`src/rtl/clk_cfg_pkg.sv`:
```
package clk_cfg_pkg;
  localparam int DATA_W   = 32;
  localparam int EN_BIT   = 28;
  localparam int SRC_LSB  = 16;
  localparam int SRC_W    = 5;
  localparam int DIV_LSB  = 8;
  localparam int DIV_W    = 3;
  localparam int CMD_BIT  = 7;
  localparam int IDX_LSB  = 0;
  localparam int IDX_W    = 4;
  localparam int SRC_RSVD = 4;
  localparam int SRC_MAX  = 10;

  typedef struct packed {
    logic             en;
    logic [SRC_W-1:0] src;
    logic [DIV_W-1:0] div;
  } slot_cfg_t;

  function automatic logic src_valid(logic [SRC_W-1:0] s);
    return (s <= SRC_W'(SRC_MAX)) && (s != SRC_W'(SRC_RSVD));
  endfunction

  function automatic logic [DATA_W-1:0] pack_word(slot_cfg_t c, logic cmd,
                                                  logic [IDX_W-1:0] idx);
    logic [DATA_W-1:0] w;
    w = '0;
    w[EN_BIT]               = c.en;
    w[SRC_LSB +: SRC_W]     = c.src;
    w[DIV_LSB +: DIV_W]     = c.div;
    w[CMD_BIT]              = cmd;
    w[IDX_LSB +: IDX_W]     = idx;
    return w;
  endfunction
endpackage

```
`src/rtl/clk_cfg_decode.sv`:
```
module clk_cfg_decode
  import clk_cfg_pkg::*;
#(
  parameter int              N_SLOTS    = 4,
  parameter int              ADDR_W     = 12,
  parameter logic [ADDR_W-1:0] REG_OFFSET = 12'h030
) (
  input  logic [ADDR_W-1:0] addr_i,
  input  logic              we_i,
  input  logic [DATA_W-1:0] wdata_i,
  output logic              hit_o,
  output logic              wr_cmd_o,
  output logic              rd_cmd_o,
  output logic [IDX_W-1:0]  idx_o,
  output logic              idx_ok_o,
  output logic [N_SLOTS-1:0] sel_o,
  output logic              src_ok_o,
  output slot_cfg_t         req_o
);
  logic cmd;
  logic unused_wbits;

  assign hit_o    = (addr_i == REG_OFFSET);
  assign cmd      = wdata_i[CMD_BIT];
  assign wr_cmd_o = hit_o && we_i && cmd;
  assign rd_cmd_o = hit_o && we_i && !cmd;
  assign idx_o    = wdata_i[IDX_LSB +: IDX_W];
  assign idx_ok_o = (idx_o != '0) && (idx_o <= IDX_W'(N_SLOTS));

  assign req_o.en  = wdata_i[EN_BIT];
  assign req_o.src = wdata_i[SRC_LSB +: SRC_W];
  assign req_o.div = wdata_i[DIV_LSB +: DIV_W];
  assign src_ok_o  = src_valid(req_o.src);

  for (genvar i = 0; i < N_SLOTS; i++) begin : g_sel
    assign sel_o[i] = (idx_o == IDX_W'(i + 1));
  end

  assign unused_wbits = ^{wdata_i[31:29], wdata_i[27:21], wdata_i[15:11], wdata_i[6:4]};
endmodule

```
`src/rtl/clk_cfg_slot.sv`:
```
module clk_cfg_slot
  import clk_cfg_pkg::*;
(
  input  logic      clk_i,
  input  logic      rst_ni,
  input  logic      load_i,
  input  slot_cfg_t din_i,
  output slot_cfg_t cfg_o
);
  slot_cfg_t cfg_q;

  always_ff @(posedge clk_i or negedge rst_ni) begin
    if (!rst_ni)     cfg_q <= '0;
    else if (load_i) cfg_q <= din_i;
  end

  assign cfg_o = cfg_q;

  // slot holds whenever the decoder does not strobe it
  assert_slot_hold_R7: assert property (@(posedge clk_i) disable iff (!rst_ni)
    !load_i |=> $stable(cfg_o));
  assert_slot_load_R2: assert property (@(posedge clk_i) disable iff (!rst_ni)
    load_i |=> cfg_o == $past(din_i));
endmodule

```
`src/rtl/clk_cfg_view.sv`:
```
module clk_cfg_view
  import clk_cfg_pkg::*;
(
  input  logic              clk_i,
  input  logic              rst_ni,
  input  logic              wr_cmd_i,
  input  logic              rd_cmd_i,
  input  logic [IDX_W-1:0]  idx_i,
  input  logic              idx_ok_i,
  input  slot_cfg_t         req_i,
  input  slot_cfg_t         sel_cfg_i,
  output logic [DATA_W-1:0] view_o
);
  logic [DATA_W-1:0] view_q;
  slot_cfg_t         rd_cfg;

  assign rd_cfg = idx_ok_i ? sel_cfg_i : '0;

  always_ff @(posedge clk_i or negedge rst_ni) begin
    if (!rst_ni)       view_q <= '0;
    else if (wr_cmd_i) view_q <= pack_word(req_i, 1'b1, idx_i);
    else if (rd_cmd_i) view_q <= pack_word(rd_cfg, 1'b0, idx_i);
  end

  assign view_o = view_q;

  assert_read_fetch_R5: assert property (@(posedge clk_i) disable iff (!rst_ni)
    rd_cmd_i && idx_ok_i |=>
      view_o[EN_BIT] == $past(sel_cfg_i.en) &&
      view_o[SRC_LSB +: SRC_W] == $past(sel_cfg_i.src) &&
      view_o[DIV_LSB +: DIV_W] == $past(sel_cfg_i.div) && !view_o[CMD_BIT]);
  assert_read_bad_idx_R8: assert property (@(posedge clk_i) disable iff (!rst_ni)
    rd_cmd_i && !idx_ok_i |=>
      !view_o[EN_BIT] && view_o[SRC_LSB +: SRC_W] == '0 && view_o[DIV_LSB +: DIV_W] == '0);
  assert_view_idle_R7: assert property (@(posedge clk_i) disable iff (!rst_ni)
    !wr_cmd_i && !rd_cmd_i |=> $stable(view_o));
endmodule

```
`src/rtl/clk_cfg_bank.sv`:
```
module clk_cfg_bank
  import clk_cfg_pkg::*;
#(
  parameter int                N_SLOTS    = 4,
  parameter int                ADDR_W     = 12,
  parameter logic [ADDR_W-1:0] REG_OFFSET = 12'h030,
  localparam int               SRC_BUS_W  = N_SLOTS * SRC_W,
  localparam int               DIV_BUS_W  = N_SLOTS * DIV_W
) (
  input  logic                 clk_i,
  input  logic                 rst_ni,
  input  logic [ADDR_W-1:0]    addr_i,
  input  logic                 we_i,
  input  logic [DATA_W-1:0]    wdata_i,
  output logic [DATA_W-1:0]    rdata_o,
  output logic [N_SLOTS-1:0]   slot_en_o,
  output logic [SRC_BUS_W-1:0] slot_src_o,
  output logic [DIV_BUS_W-1:0] slot_div_o
);
  logic               hit, wr_cmd, rd_cmd, idx_ok, src_ok;
  logic [IDX_W-1:0]   idx;
  logic [N_SLOTS-1:0] sel;
  slot_cfg_t          req, sel_cfg;
  slot_cfg_t          slot_cfg [N_SLOTS];
  logic [DATA_W-1:0]  view;

  clk_cfg_decode #(
    .N_SLOTS(N_SLOTS), .ADDR_W(ADDR_W), .REG_OFFSET(REG_OFFSET)
  ) u_decode (
    .addr_i(addr_i), .we_i(we_i), .wdata_i(wdata_i),
    .hit_o(hit), .wr_cmd_o(wr_cmd), .rd_cmd_o(rd_cmd),
    .idx_o(idx), .idx_ok_o(idx_ok), .sel_o(sel),
    .src_ok_o(src_ok), .req_o(req)
  );

  for (genvar i = 0; i < N_SLOTS; i++) begin : g_slot
    clk_cfg_slot u_slot (
      .clk_i(clk_i), .rst_ni(rst_ni),
      .load_i(wr_cmd && sel[i] && src_ok),
      .din_i(req), .cfg_o(slot_cfg[i])
    );
    assign slot_en_o[i]                = slot_cfg[i].en;
    assign slot_src_o[i*SRC_W +: SRC_W] = slot_cfg[i].src;
    assign slot_div_o[i*DIV_W +: DIV_W] = slot_cfg[i].div;
  end

  always_comb begin
    sel_cfg = '0;
    for (int i = 0; i < N_SLOTS; i++)
      if (sel[i]) sel_cfg = slot_cfg[i];
  end

  clk_cfg_view u_view (
    .clk_i(clk_i), .rst_ni(rst_ni),
    .wr_cmd_i(wr_cmd), .rd_cmd_i(rd_cmd),
    .idx_i(idx), .idx_ok_i(idx_ok),
    .req_i(req), .sel_cfg_i(sel_cfg), .view_o(view)
  );

  assign rdata_o = hit ? view : '0;

  // port-level checks
  logic wr_port, bad_idx_port, bad_src_port;
  assign wr_port      = we_i && (addr_i == REG_OFFSET) && wdata_i[CMD_BIT];
  assign bad_idx_port = (wdata_i[IDX_LSB +: IDX_W] == '0) ||
                        (wdata_i[IDX_LSB +: IDX_W] > IDX_W'(N_SLOTS));
  assign bad_src_port = (wdata_i[SRC_LSB +: SRC_W] == SRC_W'(SRC_RSVD)) ||
                        (wdata_i[SRC_LSB +: SRC_W] > SRC_W'(SRC_MAX));

  assert_bad_idx_hold_R3: assert property (@(posedge clk_i) disable iff (!rst_ni)
    wr_port && bad_idx_port |=> $stable({slot_en_o, slot_src_o, slot_div_o}));
  assert_bad_src_hold_R4: assert property (@(posedge clk_i) disable iff (!rst_ni)
    wr_port && bad_src_port |=> $stable({slot_en_o, slot_src_o, slot_div_o}));
  assert_other_addr_R7: assert property (@(posedge clk_i) disable iff (!rst_ni)
    we_i && (addr_i != REG_OFFSET) |=> $stable({slot_en_o, slot_src_o, slot_div_o}));
  assert_echo_R9: assert property (@(posedge clk_i) disable iff (!rst_ni)
    wr_port ##1 (addr_i == REG_OFFSET) |->
      rdata_o[CMD_BIT] && rdata_o[IDX_LSB +: IDX_W] == $past(wdata_i[IDX_LSB +: IDX_W]));
endmodule

```
`config.mk`:
```
export PLATFORM = sky130hd
export DESIGN_NAME = clk_cfg_bank
export DESIGN_NICKNAME = d
export VERILOG_FILES = /design/src/rtl/clk_cfg_pkg.sv /design/src/rtl/clk_cfg_decode.sv /design/src/rtl/clk_cfg_slot.sv /design/src/rtl/clk_cfg_view.sv /design/src/rtl/clk_cfg_bank.sv
export SDC_FILE = /design/constraint.sdc
export NUM_CORES = 1
export LEC_CHECK = 0
export BUFFER_PORTS_ARGS = -buffer_cell sky130_fd_sc_hd__buf_2
export CELL_PAD_IN_SITES_DETAIL_PLACEMENT = 0
export CELL_PAD_IN_SITES_GLOBAL_PLACEMENT = 1
export CORE_MARGIN = 10
export CORE_UTILIZATION = 28
export CTS_CLUSTER_SIZE = 28
export DETAILED_ROUTE_END_ITERATION = 10
export GPL_ROUTABILITY_DRIVEN = 0
export PLACE_DENSITY = 0.73
export REMOVE_ABC_BUFFERS = 1
export SLEW_MARGIN = 30
export SYNTH_ARGS = -nofsm -noshare
export SYNTH_HDL_FRONTEND = slang
export SYNTH_SLANG_ARGS = --single-unit
```
`constraint.sdc`:
```
create_clock -name clk_i -period 1.2 [get_ports clk_i]
set_input_delay 0.12 -clock clk_i [delete_from_list [all_inputs] [get_ports clk_i]]
set_output_delay 0.12 -clock clk_i [all_outputs]
set_load 0.01 [all_outputs]
```
[Yosys cells after proc, flatten, opt, wreduce, memory -nomap -nowiden]
Index checks and enable logic that the tools add are counted.
Storage, ports and cells
  bits in registers: 68
  bits in latches: 0
  RAM bits: 0
  bits in read-only memories: 0
  bits of input ports: 47
  output and inout port bits: 68
  word-level logic and storage cells: 45
  memories kept: 0
Operators by class
  $add $sub $neg: 0
  multiply operators: 0
  div/mod/pow operators: 0
  magnitude comparators: 2
  eq/ne operators: 6
  shifts and indexed selects: 0
  muxes and demuxes: 8
  bitwise operators: 0
  reductions and logical operators: 16
Operator list (count)
  32-bit 2-to-1 mux: 3
  9-bit 2-to-1 mux: 5
  1-bit logical AND: 13
  12-bit by 6-bit equality test with 1-bit output, second input constant: 1
  4-bit by 2-bit equality test with 1-bit output, second input constant: 2
  5-bit by 4-bit less-or-equal comparator with 1-bit output, second input constant: 1
  5-bit by 3-bit != test with 1-bit output, second input constant: 1
  4-bit by 1-bit equality test with 1-bit output, second input constant: 1
  4-bit by 3-bit equality test with 1-bit output, second input constant: 1
  4-bit by 3-bit less-or-equal comparator with 1-bit output, second input constant: 1
  4-bit nonzero test: 1
  2-bit nonzero test: 1
  1-bit logical NOT: 1

[Depth between registers and ports, before layout]
  depth in word-level cells: 8
  gate-level depth with buffers: 7
  depth with buffers taken out: 4

[Hierarchy]
A second synthesis with hierarchy kept.
Unflattened totals
  cells, all modules: 264
  area, all modules: 3012.9 µm²
By module, submodules not included
  clk_cfg_slot: instances 4, cells an instance 19, area an instance 371.6 µm², seq. area each 225.2 µm²
  clk_cfg_view: instances 1, cells an instance 81, area an instance 798.3 µm², seq. area each 350.3 µm²
  clk_cfg_bank: instances 1, cells an instance 76, area an instance 499.2 µm², seq. area each 0.0 µm²
  clk_cfg_decode: instances 1, cells an instance 31, area an instance 229.0 µm², seq. area each 0.0 µm²

[Worst setup path after synthesis]
Ideal clock, no wire load.
  path type: input to register
  start: input port wdata_i[0]
  end: register g_slot[3].u_slot.cfg_q, in the netlist g_slot[3].u_slot.cfg_o[0]
  library setup time: 0.125 ns
  arrival: 1.561 ns
  data required time: 1.075 ns
  slack: -0.486 ns
  stages on the path: 5
  path buffers: 1
  path through: clkbuf_1 -> or4b_1 -> a211oi_1 -> nand4b_2 -> mux2_2
On the way
  word-level cells in the longest chain between the ends: 3
Ends and longest elaborated chain
  start: declaration: RTL line clk_cfg_bank.sv:14  | input logic [DATA_W-1:0] wdata_i,
  4-bit by 3-bit equality test with 1-bit output: RTL line clk_cfg_decode.sv:36  | assign sel_o[i] = (idx_o == IDX_W'(i + 1));
  1-bit logical AND (2 in a row): RTL line clk_cfg_bank.sv:39  | .load_i(wr_cmd && sel[i] && src_ok),
  end signal: assignment: RTL line clk_cfg_slot.sv:14  | else if (load_i) cfg_q <= din_i;
  end: declaration: RTL line clk_cfg_slot.sv:10  | slot_cfg_t cfg_q;
No other way between the ends.
A chain may end at the register's enable or synchronous reset.

[Worst setup path after layout]
  start: input port wdata_i[3]
  end: register g_slot[1].u_slot.cfg_q, in the netlist g_slot[1].u_slot.cfg_o[8]
On the way
  word-level cells in the longest chain between the ends: 3
Ends and longest elaborated chain (RTL line)
  4-bit by 2-bit equality test with 1-bit output: clk_cfg_decode.sv:36
  1-bit logical AND (2 in a row): clk_cfg_bank.sv:39
  end signal: assignment: clk_cfg_slot.sv:14
  end: declaration: clk_cfg_slot.sv:10
No other way between the ends.

==> flow_summary.json <==
{
  "count_of_final_max_slew_check_failures": 0,
  "rr_startpoint": "g_slot[2].u_slot.cfg_o[7]$_DFFE_PN0P_",
  "synth-warning-count": 0,
  "start_util_pct": 28.81,
  "standard_cell_with_the_maximum_stage_delay_on_the_critical_path": "sky130_fd_sc_hd__or4b_4",
  "global_route.overflow_total": 0,
  "wl_per_cell_um": 18.68,
  "h-tree-depth": 2,
  "asyncSetResetFlopFracSynth_pct": 100.0,
  "row_count": 35,
  "rsz0062_at_grt": "true",
  "stdcell_count": 489,
  "crit-reg2reg-capture": "u_view.view_o[20]$_DFFE_PN0P_",
  "first_pass_grt_wire_length_um": 14010,
  "crit_chain": "buf_8 > or4b_4 > a211oi_4 > buf_6 > nand4b_4 > mux2_4",
  "power.switching_uw": 783.2,
  "critical_path_arrival_ns": 1.68,
  "path_max_fanout": 6,
  "fin_skew_ns": 0.005648,
  "cellInternalPower_uw": 2260,
  "seq_area_frac_synth_pct": 46.77,
  "clock-root-buffer": "sky130_fd_sc_hd__clkbuf_8",
  "cts_buffers": 5,
  "mostFrequentLayoutCells": "56 x sky130_fd_sc_hd__buf_2, 50 x sky130_fd_sc_hd__dfrtp_1, 35 x sky130_fd_sc_hd__mux2_2, 35 x sky130_fd_sc_hd__buf_4, 31 x sky130_fd_sc_hd__buf_6",
  "gr-usage-all-layers_pct": 12.49,
  "io_buffers": 78,
  "area.growth.synth_to_final_pct": 52.71,
  "crit_path_start_kind": "primary input",
  "flop_and_latch_count_out_of_synthesis": 50,
  "critical-path-max-stage-delay_ns": 0.54,
  "grt_pass1_vias": 2427,
  "timing.hold.worst.start": "wdata_i[3]",
  "cts-root-to-sink-buffers": 2,
  "sequentialPowerShare_pct": 55.5,
  "die_area_mm2": 0.01386,
  "synth_cell_type_count": 31,
  "num_vias": 2338,
  "reg2reg_setup_slack_ns": 0.02,
  "hpwlAfterDp_um": 6308,
  "setup.worst_path.end": "g_slot[1].u_slot.cfg_o[8]$_DFFE_PN0P_",
  "timing.final.hold_violations": 0,
  "total_leakage_power_uw": 0.002198,
  "final_period_minus_worst_setup_slack_ns": 1.486,
  "drt_iter0_drc": 100,
  "postSynthCellCount": 231,
  "antenna_left": 0,
  "hold_slack_ns": 0.04634,
  "setup.worst_path.class": "primary input to register",
  "run_status": "finished, violations left",
  "core_region_area_mm2": 0.009284,
  "number_of_diodes": 0,
  "totalWireLength_um": 9134,
  "min_period_over_period_pct": 123.8,
  "design_power_total_uw": 3043,
  "power.combinational.fraction_pct": 13.3,
  "top_level_ports": 115,
  "route.detailed.drc": 0,
  "synthesis.area_per_instance_um2": 11.58,
  "drtPass1Iterations": 4,
  "final.fill_count": 895,
  "worst_setup_hold_path_clk_slew_ns": 0.09,
  "cts_sinks": 50,
  "worst_ir_drop_on_vdd_mv": 0.3934,
  "required_ns": 1.39,
  "number_of_antenna_violations_at_the_first_check_in_global_routing": 0,
  "synth-edff-count": 0,
  "power.density_cell_area_mw_per_mm2": 745.0,
  "timing.setup.tns_ns": -7.615,
  "chipHeight_um": 117.7,
  "power_switching_share_pct": 25.73,
  "critical_path.endpoint_type": "register",
  "final_nets": 407,
  "post_route_cells_drive_above_1_share_pct": 58.89,
  "dominantRegCellSynth": "sky130_fd_sc_hd__dfrtp_1",
  "cts_tree": "built",
  "timing.fmax_mhz": 673.1,
  "cap_viol_max_count": 0,
  "floorplan.die.width_um": 117.7,
  "final_common_cell": "sky130_fd_sc_hd__buf_2",
  "worst_setup_path_startpoint": "wdata_i[3]",
  "post_syn_area_mm2": 0.002675,
  "failed_checks": "negative setup slack",
  "postLayoutSetupSlackWorst_ns": -0.2856,
  "drt-vias-per-instance": 4.781,
  "clock_latency_ns": 0.30,
  "maximum_number_of_pins_on_one_net_before_global_route_repair": 51,
  "rr_worst_depth": 4,
  "clock_power_share_pct": 31.2,
  "place.detailed.instances": 460,
  "worstHoldPathType": "primary input to register",
  "setup-violations-final": 54
}
## synthesized netlist by cell type, drive strengths merged, types with 2 or more instances
cell     number  area share [%]
a211oi        2             1.0
a21o          9             2.5
a221o         9             3.4
a31oi         9             2.1
and2         18             4.2
and3          2            0.47
buf          23             6.2
clkbuf       10             1.4
dfrtp        50              47
mux2         37              16
nand2        18             2.5
nand3b        9             2.5
nand4b        3             2.3
nor2         10             1.4
nor4b         3             1.2
o2111ai       9             2.9
or4b          2            0.89
## routing by layer
| layer | part of all wire [%] | track usage, % | vias up | wire length, um |
|---|---|---|---|---|
| met5 | 0 | 0 | - | 0 |
| met4 | 1.0 | 3.014 | 0 | 91 |
| met3 | 7.4 | 4.508 | 7 | 673 |
| met2 | 48 | 20.21 | 73 | 4423 |
| met1 | 43 | 15.42 | 1173 | 3945 |
| li1 | - | - | 1085 | - |
## cells by family after synthesis
logic type,share of synthesized area (%)
buf+inv,7.624
other cells,0.1402
flops,46.77
mux,15.58
simple gates,17.45
compound gates,12.44
## sequential cells by signal, summed over array words and instances, names as in the netlist
name                 count
g_slot.u_slot.cfg_o     36
u_view.view_o           14
## worst max-delay path: cells and delay by family
| kind | cells | cell delay [ns] |
|---|---|---|
| buf+inv | 2 | 0.29 |
| mux | 1 | 0.35 |
| compound gates | 1 | 0.18 |
| simple gates | 2 | 0.74 |
## stage by stage
| stage | util [%] | area (um2) | setup slack [ns] |
|---|---|---|---|
| 3_3_place_gp | 36.73 | 3410 | -0.6405 |
| 2_1_floorplan | - | 2535 | -1.070 |
| 6_report | 44.00 | 4085 | -0.2856 |
| 3_5_place_dp | 36.73 | 3410 | -0.6537 |
| 4_1_cts | 41.17 | 3822 | -0.2729 |
| 5_1_grt | 44.00 | 4085 | -0.3026 |
## worst min-delay path by stage
| stage | to | slack, ns | cells past startpoint |
|---|---|---|---|
| after global routing | u_view.view_o[3]$_DFFE_PN0P_ | 0.04 | 2 |
| after global placement | g_slot[3].u_slot.cfg_o[3]$_DFFE_PN0P_ | 0.13 | 2 |
| after floorplan | g_slot[0].u_slot.cfg_o[0]$_DFFE_PN0P_ | -0.18 | 0 |
| after detailed placement | g_slot[3].u_slot.cfg_o[3]$_DFFE_PN0P_ | 0.13 | 2 |
| final | u_view.view_o[3]$_DFFE_PN0P_ | 0.05 | 2 |
| after CTS | u_view.view_o[3]$_DFFE_PN0P_ | 0.05 | 2 |
## power by group through the flow
| stage | sequential (uW) | clock [uW] | combinational, uW |
|---|---|---|---|
| 6_report | 1690 | 951 | 405 |
| 5_1_grt | 1690 | 1050 | 441 |
| 4_1_cts | 1690 | 967 | 374 |
| 3_5_place_dp | 1720 | 0 | 312 |
| 3_3_place_gp | 1720 | 0 | 308 |
| 2_1_floorplan | 1720 | 0 | 95.6 |
## final cells by class
type | count | area, um2 | area share [%]
Sequential cell | 50 | 1251 | 30.63
Multi-Input combinational cell | 169 | 1479 | 36.20
Clock buffer | 7 | 76.32 | 1.868
Tap cell | 129 | 161.4 | 3.951
Timing Repair Buffer | 134 | 1117 | 27.35
## timing repair
action                                  CTS  global route
pin swaps                                27            24
endpoints found under the hold margin    50             0
gates cloned                              5             2
hold buffers                              1             0
buffers inserted                          3            12
endpoints found under the setup margin   64            59
gates resized for setup                  56            32
(Power assumes the default switching activity.)
